File: src/rtl/vdac_pkg.sv
package vdac_pkg;
  typedef struct packed {
    logic forceZero;
    logic forceFull;
    logic addBlack;
    logic addBlank;
    logic addOver;
  } levelStrobes_t;
endpackage

File: src/rtl/vdac_ctrl.sv
module vdac_ctrl
  import vdac_pkg::*;
(
  input  logic          clk,
  input  logic          rst,
  input  logic          blankN,
  input  logic          syncN,
  input  logic          refWhiteN,
  input  logic          overBrtN,
  input  logic          straightN,
  output levelStrobes_t strobes
);
  logic blankQ, syncQ, whiteQ, overQ, straightQ;

  always_ff @(negedge clk) begin
    if (rst) begin
      blankQ    <= 1'b1;
      syncQ     <= 1'b1;
      whiteQ    <= 1'b1;
      overQ     <= 1'b1;
      straightQ <= 1'b1;
    end else begin
      blankQ    <= blankN;
      syncQ     <= syncN;
      whiteQ    <= refWhiteN;
      overQ     <= overBrtN;
      straightQ <= straightN;
    end
  end

  always_comb begin
    strobes.forceZero = ~blankQ;
    strobes.forceFull = blankQ & ~whiteQ;
    strobes.addBlack  = straightQ & blankQ;
    strobes.addBlank  = straightQ & syncQ;
    strobes.addOver   = straightQ & blankQ & ~overQ;
  end
endmodule

File: src/rtl/vdac_datapath.sv
module vdac_datapath
  import vdac_pkg::*;
#(
  parameter int DATA_W    = 8,
  parameter int BLACK_PED = 21,
  parameter int BLANK_PED = 111,
  parameter int OVER_PED  = 27,
  parameter int LEVEL_W   = 9
) (
  input  logic               clk,
  input  logic               rst,
  input  logic [DATA_W-1:0]  pixIn,
  input  levelStrobes_t      strobes,
  output logic [LEVEL_W-1:0] levelOut
);
  localparam logic [LEVEL_W-1:0] BLACK_L = LEVEL_W'(BLACK_PED);
  localparam logic [LEVEL_W-1:0] BLANK_L = LEVEL_W'(BLANK_PED);
  localparam logic [LEVEL_W-1:0] OVER_L  = LEVEL_W'(OVER_PED);
  localparam logic [LEVEL_W-1:0] RESET_L = LEVEL_W'(BLACK_PED + BLANK_PED);

  logic [DATA_W-1:0]  pixQ;
  logic [DATA_W-1:0]  effPix;
  logic [LEVEL_W-1:0] levelNext;

  always_ff @(negedge clk) begin
    if (rst) pixQ <= '0;
    else     pixQ <= pixIn;
  end

  always_comb begin
    if (strobes.forceZero)      effPix = '0;
    else if (strobes.forceFull) effPix = '1;
    else                        effPix = pixQ;
    levelNext = LEVEL_W'(effPix)
              + (strobes.addBlack ? BLACK_L : '0)
              + (strobes.addBlank ? BLANK_L : '0)
              + (strobes.addOver  ? OVER_L  : '0);
  end

  always_ff @(negedge clk) begin
    if (rst) levelOut <= RESET_L;
    else     levelOut <= levelNext;
  end


  over_pedestal_chk: assert property (@(negedge clk) disable iff (rst)
    ($past(strobes.addOver) && !$past(rst)) |-> (levelOut >= BLACK_L + OVER_L));


  blank_zero_chk: assert property (@(negedge clk) disable iff (rst)
    ($past(strobes.forceZero) && !$past(strobes.addBlank) && !$past(rst))
      |-> (levelOut == '0));
endmodule

File: src/rtl/vdac_level_gen.sv
module vdac_level_gen
  import vdac_pkg::*;
#(
  parameter int DATA_W    = 8,
  parameter int BLACK_PED = 21,
  parameter int BLANK_PED = 111,
  parameter int OVER_PED  = 27,
  localparam int MAX_LEVEL = (1 << DATA_W) - 1 + BLACK_PED + BLANK_PED + OVER_PED,
  localparam int LEVEL_W   = $clog2(MAX_LEVEL + 1)
) (
  input  logic               clk,
  input  logic               rst,
  input  logic [DATA_W-1:0]  pixIn,
  input  logic               blankN,
  input  logic               syncN,
  input  logic               refWhiteN,
  input  logic               overBrtN,
  input  logic               straightN,
  output logic [LEVEL_W-1:0] levelOut
);
  levelStrobes_t strobes;

  vdac_ctrl ctrl_i (
    .clk(clk), .rst(rst), .blankN(blankN), .syncN(syncN),
    .refWhiteN(refWhiteN), .overBrtN(overBrtN), .straightN(straightN),
    .strobes(strobes)
  );

  vdac_datapath #(
    .DATA_W(DATA_W), .BLACK_PED(BLACK_PED), .BLANK_PED(BLANK_PED),
    .OVER_PED(OVER_PED), .LEVEL_W(LEVEL_W)
  ) dp_i (
    .clk(clk), .rst(rst), .pixIn(pixIn), .strobes(strobes), .levelOut(levelOut)
  );

  // Warm-up count so that two-deep history checks see post-reset inputs only
  logic [1:0] warmCnt;
  always_ff @(negedge clk) begin
    if (rst) warmCnt <= '0;
    else if (warmCnt != 2'd3) warmCnt <= warmCnt + 2'd1;
  end
  logic warm;
  assign warm = (warmCnt >= 2'd2);


  reset_level_chk: assert property (@(negedge clk)
    $past(rst) |-> (levelOut == LEVEL_W'(BLACK_PED + BLANK_PED)));


  level_range_chk: assert property (@(negedge clk) disable iff (rst)
    levelOut <= LEVEL_W'(MAX_LEVEL));


  ref_white_chk: assert property (@(negedge clk) disable iff (rst)
    (warm && $past(blankN, 2) && !$past(refWhiteN, 2) && !$past(straightN, 2))
      |-> (levelOut == LEVEL_W'((1 << DATA_W) - 1)));


  straight_pass_chk: assert property (@(negedge clk) disable iff (rst)
    (warm && !$past(straightN, 2) && $past(blankN, 2) && $past(refWhiteN, 2))
      |-> (levelOut == LEVEL_W'($past(pixIn, 2))));


  sync_drop_chk: assert property (@(negedge clk) disable iff (rst)
    (warm && !$past(syncN, 2) && $past(straightN, 2) && $past(blankN, 2)
          && $past(refWhiteN, 2) && $past(overBrtN, 2))
      |-> (levelOut == LEVEL_W'($past(pixIn, 2)) + LEVEL_W'(BLACK_PED)));
endmodule

File: config.mk
export PLATFORM = sky130hd
export DESIGN_NAME = vdac_level_gen
export DESIGN_NICKNAME = d
export VERILOG_FILES = /design/src/rtl/vdac_pkg.sv /design/src/rtl/vdac_ctrl.sv /design/src/rtl/vdac_datapath.sv /design/src/rtl/vdac_level_gen.sv
export SDC_FILE = /design/constraint.sdc
export NUM_CORES = 1
export LEC_CHECK = 0
export BUFFER_PORTS_ARGS = -buffer_cell sky130_fd_sc_hd__buf_2
export CORE_MARGIN = 2
export CORE_UTILIZATION = 47
export CTS_CLUSTER_DIAMETER = 80
export CTS_CLUSTER_SIZE = 16
export DETAILED_ROUTE_END_ITERATION = 16
export PLACE_DENSITY_LB_ADDON = 0.05
export RECOVER_POWER = 50
export SYNTH_ARGS = -nofsm -noshare
export SYNTH_HDL_FRONTEND = slang
export SYNTH_HIERARCHICAL = 1
export SYNTH_SLANG_ARGS = --single-unit
File: constraint.sdc
create_clock -name clk -period 2.5 [get_ports clk]
set_input_delay 0.25 -clock clk [delete_from_list [all_inputs] [get_ports clk]]
set_output_delay 0.25 -clock clk [all_outputs]
set_load 0.02 [all_outputs]
==> run metrics, run 1 <==
clock sinks 22; setup violators final 0; ratio of cells with drive above 1 in the final layout a little over a third; Longest Clk Path Bufs 2; die area approximately 0.0028 mm²; gpl congestion approximately 0.85; crit-path leading delay family adder cells; Lkg Pwr 0.798 nW; FMAX roughly 0.40 GHz; Reg clk slew, reported paths 0.05 ns; total stage count of the critical path 9; total gr overflow 0; Initial Util 50.4%; syn_area_per_cell around 9.5 µm²; Int Pwr 0.738 mW; core area 0.00225 mm²; Reg-to-Reg End dp_i/levelOut[5]; end of the critical path dp_i/levelOut[5]; final hold violation count 0; reg2reg setup slack 0.02 ns; fin crit share 99.3%; # rows 17; pre-CTS setup slack -0.0317 ns; most common cell after layout, fill and taps aside inv_1; post-route worst setup slack between 0.015 and 0.02 ns; Routed Antenna Nets 0; I/O Buffers 23; Die Ht 53.2 µm; Max-Slew Margin vs Limit 79.3%; Clock Root Buffer clkbuf_4; CP max stage delay 0.50 ns; WL final 2410 µm; distinct cell type count after synthesis 25; sequential power share 34.1%; total iterations of the first detailed-routing run 4; hpwl dp 1590 µm; Slowest-stage cell, CP fa_1; vias after detailed routing 1019; unrepaired setup endpoints after global routing true; initial antenna violation count 0; routed len/inst 11.7 µm; Synthesized Nets 150; Post-Syn Instances 119; final clock skew 0.0211 ns; crit-path cells buf_4 -> and3b_2 -> buf_4 -> fa_1 -> ha_4 -> o21ai_2 -> o21bai_1 -> mux2i_1 -> o311ai_2; Startpoint Class flip-flop; Register-to-Register Path Depth 9; Worst-Skew Late Latency 0.39 ns; fin nets approximately 210; Fill cells 195; Hold Path Class flip-flop to flip-flop; Tightest Pin Transition approximately 0.31 ns; run status completed; Seq cells post-synth 22; Worst path most repeated cell buf_4; first-pass GRT wire length 3850 µm; P_sw 0.456 mW; vias in the first global route 994; # diodes 0; Worst setup startpoint ctrl_i/blankQ; max-slew violation count 0; critical path class flip-flop to flip-flop; CTS tree built; largest net degree at the start of global routing 18; clock group share of total power 24.7%; total track usage 19.0%; worst vdd ir approximately 0.00053 V; Power Dens Cells 740 mW/mm²; Die X 53.2 µm; max_cap viols 0; Ports 24; final core utilization 71.6%; 1st-iter DRT viols 17; H-tree depth 1; Comb power frac 41.2%; YS warnings 6; Critical R2R Launch ctrl_i/blankQ; crit path DAT 3.96 ns; Worst EP required approximately 4.0 ns; CP bufs+invs 2; Tmin final 2.48 ns; overall power 1.19 mW; Post-Syn Area 0.00114 mm²; CP Capture Type flip-flop; switching portion of total power 38.2%; CTS Buf Count 3; post-DR vias/cell roughly 4.9; crit path max fanout 4; drt drc 0; hold-fix buffers at CTS 0; Layout area overhead 42.1%; Seq/Total Area, Yosys between 30% and 40%; most frequent cells in the layout 24 x inv_1, 22 x buf_2, 21 x dfxtp_1, 19 x nor2_1, 15 x buf_4
-- registers in the layout (all words and copies together), names as in the netlist --
name	count
ctrl_i/blankQ	1
ctrl_i/overQ	1
ctrl_i/straightQ	1
ctrl_i/syncQ	1
ctrl_i/whiteQ	1
dp_i/levelOut	9
dp_i/pixQ	8
-- per-layer routing --
| layer | vias to the layer above | GRT usage [%] | wire length [µm] |
|---|---|---|---|
| met4 | 0 | 12.4 | 50 |
| met2 | 40 | 31.0 | 1180 |
| met3 | 8 | 6.78 | 134 |
| met5 | - | 0 | 0 |
| li1 | 527 | - | - |
| met1 | 444 | 20.7 | 1040 |
-- repair_timing --
action,CTS,global route
setup buffers,1,0
pin swaps,2,11
gates resized for setup,7,20
setup endpoints to repair,3,4
-- kinds of logic after synthesis --
| family | after synthesis | share of synthesized area (%) |
|---|---|---|
| simple gates | 50 | 22.5 |
| fa+ha+maj | 16 | 21.6 |
| flops | 22 | 38.8 |
| mux | 1 | 0.881 |
| compound gates | 22 | 13.7 |
| buf+inv | 8 | 2.64 |
-- tightest hold or removal path, stage by stage (launching register included) --
cell	delay, ns
dfxtp_1	0.30
nor2_1	0.03
nor2_1	0.09
ha_1	0.17
o31a_1	0.13
-- through the flow --
stage	setup TNS (ns)	instance area (µm²)	hold WS [ns]	instances
final	0	1610	0.739	206
after global routing	-0.0664	1610	0.799	206
after CTS	-0.00561	1530	0.749	206
after detailed placement	-0.0746	1400	0.756	182
after global placement	-0.0553	1400	0.741	182
after floorplan	0	1140	0.708	119
-- power groups by stage --
stage                     sequential [mW]  combinational [mW]  clock (mW)
after global routing                0.411               0.539       0.357
final                               0.407               0.492       0.295
after global placement              0.413               0.383      0.0590
after CTS                           0.406               0.414       0.308
after floorplan                     0.458               0.218      0.0590
after detailed placement            0.412               0.386      0.0590
-- area by class of cell --
class | count | area, µm² | area share [%]
clock buffers | 3 | 22.5 | 1.40
clock inverters | 22 | 82.6 | 5.12
inverters | 3 | 11.3 | 0.698
multi-input cells | 89 | 791 | 49.0
flip-flops and latches | 22 | 442 | 27.4
well taps | 28 | 35.0 | 2.17
repair buffers | 39 | 230 | 14.3
-- how the worst min path moves through the flow --
stage | cells past startpoint | startpoint | end | slack, ns
floorplan | 4 | dp_i/pixQ[7] | dp_i/levelOut[8] | 0.71
global placement | 4 | dp_i/pixQ[7] | dp_i/levelOut[8] | 0.74
detailed placement | 4 | dp_i/pixQ[7] | dp_i/levelOut[8] | 0.76
CTS | 4 | dp_i/pixQ[7] | dp_i/levelOut[8] | 0.75
global route | 4 | dp_i/pixQ[7] | dp_i/levelOut[8] | 0.80
finish | 4 | dp_i/pixQ[7] | dp_i/levelOut[8] | 0.74
-- synth_stat cells, drive strengths merged --
master / count / area (µm²)
o31a: 1 / 8.76
and3b: 1 / 8.76
a211oi: 5 / 37.5
nor2b: 11 / 68.8
and3: 1 / 6.26
o21ai: 8 / 40.0
nor3b: 1 / 7.51
or2: 5 / 31.3
dfxtp: 22 / 440
a2111oi: 1 / 15.0
ha: 10 / 125
nor3: 1 / 5.00
or4b: 1 / 10.0
o21bai: 2 / 15.0
mux2i: 1 / 10.0
a21o: 3 / 22.5
o311ai: 1 / 8.76
and2: 3 / 18.8
inv: 5 / 18.8
fa: 6 / 120
nand3: 1 / 5.00
nor2: 25 / 93.8
clkbuf: 3 / 11.3
o21a: 1 / 7.51
No activity file was read; power rests on OpenSTA's default activity.
==> inputs of run 2 (changes only) <==
--- a/config.mk
+++ b/config.mk
@@ -7,7 +7,7 @@
 export LEC_CHECK = 0
 export BUFFER_PORTS_ARGS = -buffer_cell sky130_fd_sc_hd__buf_2
 export CORE_MARGIN = 2
-export CORE_UTILIZATION = 47
+export CORE_UTILIZATION = 48
 export CTS_CLUSTER_DIAMETER = 80
 export CTS_CLUSTER_SIZE = 16
 export DETAILED_ROUTE_END_ITERATION = 16
@@ -15,5 +15,4 @@
 export RECOVER_POWER = 50
 export SYNTH_ARGS = -nofsm -noshare
 export SYNTH_HDL_FRONTEND = slang
-export SYNTH_HIERARCHICAL = 1
 export SYNTH_SLANG_ARGS = --single-unit
==> run 2 against run 1 <==
Net effect: the flow now finishes with violations (negative setup slack); routed wire length is 0.79% lower; total power is 2.6% lower; sequential share of layout area is 0.24 points lower; clock skew is 0.0052 ns lower; critical path type unchanged; largest cell class unchanged; largest power group unchanged.
==> run metrics, run 2 <==
Die Ht 54.1 µm (+1.8%); FMAX 0.395 GHz (-1.9%); I/O Buffers 23 (unchanged); share of the synthesized area in the top cell type 36.5% (-2.3 points); CTS tree built; die area 0.00293 mm² (+3.7%); crit-path leading delay family adder cells; Worst EP required 4.03 ns (+0.05 ns); Ports 24 (unchanged); YS warnings 0 (-6); 1st-iter DRT viols 13 (-4); Hold Path Class flip-flop to flip-flop; Finished Layout Cells 213 (+3.4%); clock sinks 22 (unchanged); # diodes 0 (unchanged); distinct cell type count after synthesis 34 (+36%); Worst path most repeated cell a211oi_2; final clock skew 0.0158 ns (-0.00524 ns); hpwl dp 1780 µm (+12%); top-count cell post-synth dfxtp_1; unrepaired setup endpoints after global routing true; most common library cells after synthesis 22 x dfxtp_1, 11 x ha_1, 10 x inv_1, 9 x nor2b_1, 8 x o21a_1; Hold Startpoint dp_i.pixQ[7]; total stage count of the critical path 10 (+1); largest net degree at the start of global routing 14 (-4); max-slew violation count 0 (unchanged); Tightest Pin Transition 0.572 ns (+0.261 ns); max_cap viols 0 (unchanged); vias after detailed routing 1058 (+3.8%); Routed Antenna Nets 0 (unchanged); post-route worst setup slack -0.0307 ns (-0.0478 ns); Max-Slew Margin vs Limit 61.9% (-17 points); final hold violation count 0 (unchanged); Reg-to-Reg End dp_i.levelOut[6]; gpl congestion 0.754 (-12%); Synth area leaders dfxtp_1 37%, ha_1 11%, fa_1 6.6%; total iterations of the first detailed-routing run 4 (unchanged); CP bufs+invs 1 (-1); Placed Cells 186 (+2.2%); Synthesized Nets 152 (+1.3%); Die X 54.1 µm (+1.8%); Lkg Pwr 0.827 nW (+3.6%); Tmin final 2.53 ns (+0.0478 ns); crit path DAT 4.06 ns (+0.10 ns); most frequent cells in the layout 29 x inv_1, 22 x buf_2, 19 x dfxtp_1, 15 x buf_4, 10 x ha_1; Post-Syn Area 0.00121 mm² (+6.2%); worst vdd ir 0.000495 V (-7.4%); Longest Clk Path Bufs 2 (unchanged); end of the critical path dp_i.levelOut[6]; total track usage 18.5% (-0.53 points); crit-path cells nand2_2 -> or2_4 -> fa_1 -> nor2_2 -> fa_2 -> a211oi_2 -> nor3_2 -> o31a_1 -> buf_4 -> a211oi_2; largest area contributor in the netlist dfxtp_1; Critical R2R Launch ctrl_i.straightQ; CP Capture Type flip-flop; Register-to-Register Path Depth 10 (+1); Layout area overhead 35.8%; ys async rst share 0% (unchanged); H-tree depth 1 (unchanged); drt drc 0 (unchanged); overall power 1.16 mW (-2.6%); Power Dens Cells 710 mW/mm² (-4.0%); CTS Buf Count 3 (unchanged); critical path class flip-flop to flip-flop; fin crit share 101% (+1.9 points); most common cell after layout, fill and taps aside inv_1; Main synth FF type dfxtp_1; EDFF count, synth 0 (unchanged); core area 0.00243 mm² (+7.9%); Seq/Total Area, Yosys 36.5% (-2.3 points); Worst setup startpoint ctrl_i.straightQ; total gr overflow 0 (unchanged); max reg flops 9 (unchanged); Largest Register dp_i.levelOut; post-DR vias/cell 4.97 (+0.42%); biggest regs dp_i.levelOut x9, dp_i.pixQ x8; CP max stage delay 0.56 ns (+0.06 ns); routed len/inst 11.2 µm (-4.1%); WL final 2390 µm (-0.79%); first-pass GRT wire length 3880 µm (+0.88%); Reg clk slew, reported paths 0.05 ns (about the same); vias in the first global route 1044 (+5.0%); ratio of cells with drive above 1 in the final layout 38.3% (+1.7 points); Startpoint Class flip-flop; syn_area_per_cell 9.89 µm² (+3.6%); initial antenna violation count 0 (unchanged); Worst-Skew Late Latency 0.38 ns (about the same); # rows 18 (+1); fin nets 215 (+1.9%); crit path max fanout 3 (-1); Slowest-stage cell, CP fa_1; setup violators final 2 (+2); Seq cells post-synth 22 (unchanged); Clock Root Buffer clkbuf_4; reg2reg setup slack -0.03 ns (-0.05 ns); violated checks negative setup slack; run status finished with violations; Post-Syn Instances 122 (+2.5%); Initial Util 49.6% (-0.80 points)
run 2: changes by cell type in the layout (fill, tap and decap cells not counted), moves of 3 or more:
cell,change
or2_1,-5
inv_1,+5
nor2_1,-13
nor3_2,+4
o21a_1,+7
or2_2,+5
ha_1,+6
ha_4,-3
nor2_2,-4
nor3_1,+3
run 2: tightest hold or removal path, delay by kind of cell (launching register included):
family | cells | cell delay [ns]
fa+ha+maj | 1 | 0.17
compound gates | 2 | 0.28
flops | 1 | 0.30
run 2: timing repair:
| action | in CTS | in global routing |
|---|---|---|
| endpoints found under the hold margin | 0 | 0 |
| setup endpoints to repair | 1 | 4 |
| pin swaps | 0 | 6 |
| setup buffers | 0 | 3 |
| hold buffers | 0 | 0 |
| resized for setup | 0 | 15 |
run 2: worst min-delay path by stage:
stage,endpoint,slack [ns],cells past startpoint
after floorplan,dp_i.levelOut[0],0.62,3
after global placement,dp_i.levelOut[0],0.69,4
after detailed placement,dp_i.levelOut[0],0.71,4
after CTS,dp_i.levelOut[0],0.72,4
after global routing,dp_i.levelOut[0],0.81,5
final,dp_i.levelOut[8],0.77,3
run 2: cell families after synthesis:
logic type | share of synthesized area [%]
xor+xnor | 0.726
buf+inv | 4.05
flops | 36.5
simple gates | 22.1
fa+ha+maj | 18.0
compound gates | 18.6
run 2: cell type report:
cell class              count  area (µm²)
clock buffers               3        22.5
clock inverters            22        82.6
fillers                   209         795
inverters                   9        33.8
multi-input cells          87         768
flip-flops and latches     22         444
well taps                  30        37.5
repair buffers             40         249
run 2: metrics by stage:
| step | utilization [%] | TNS (ns) | setup WS [ns] | area, µm² | hold WS (ns) |
|---|---|---|---|---|---|
| 6_report | 67.3 | -0.0588 | -0.0307 | 1640 | 0.770 |
| 3_3_place_gp | 60.1 | 0 | 0.0304 | 1460 | 0.691 |
| 2_1_floorplan | - | 0 | 0.00864 | 1220 | 0.617 |
| 5_1_grt | 67.3 | -0.244 | -0.125 | 1640 | 0.813 |
| 3_5_place_dp | 60.1 | -0.0443 | -0.0443 | 1460 | 0.711 |
| 4_1_cts | 64.3 | -0.0546 | -0.0546 | 1560 | 0.723 |
run 2: per-layer routing:
metal	up-vias	part of all wire [%]	global-route usage (%)
met5	-	0	0
met4	0	1.4	11.7
met3	4	5.2	5.83
met2	31	53	33.7
met1	473	41	17.7
li1	550	-	-
run 2: report_power, final:
part / switching [mW] / internal, mW / total [mW] / leakage, nW
registers: 0.00965 / 0.396 / 0.406 / 0.183
logic: 0.244 / 0.217 / 0.461 / 0.513
clock network: 0.194 / 0.102 / 0.296 / 0.131
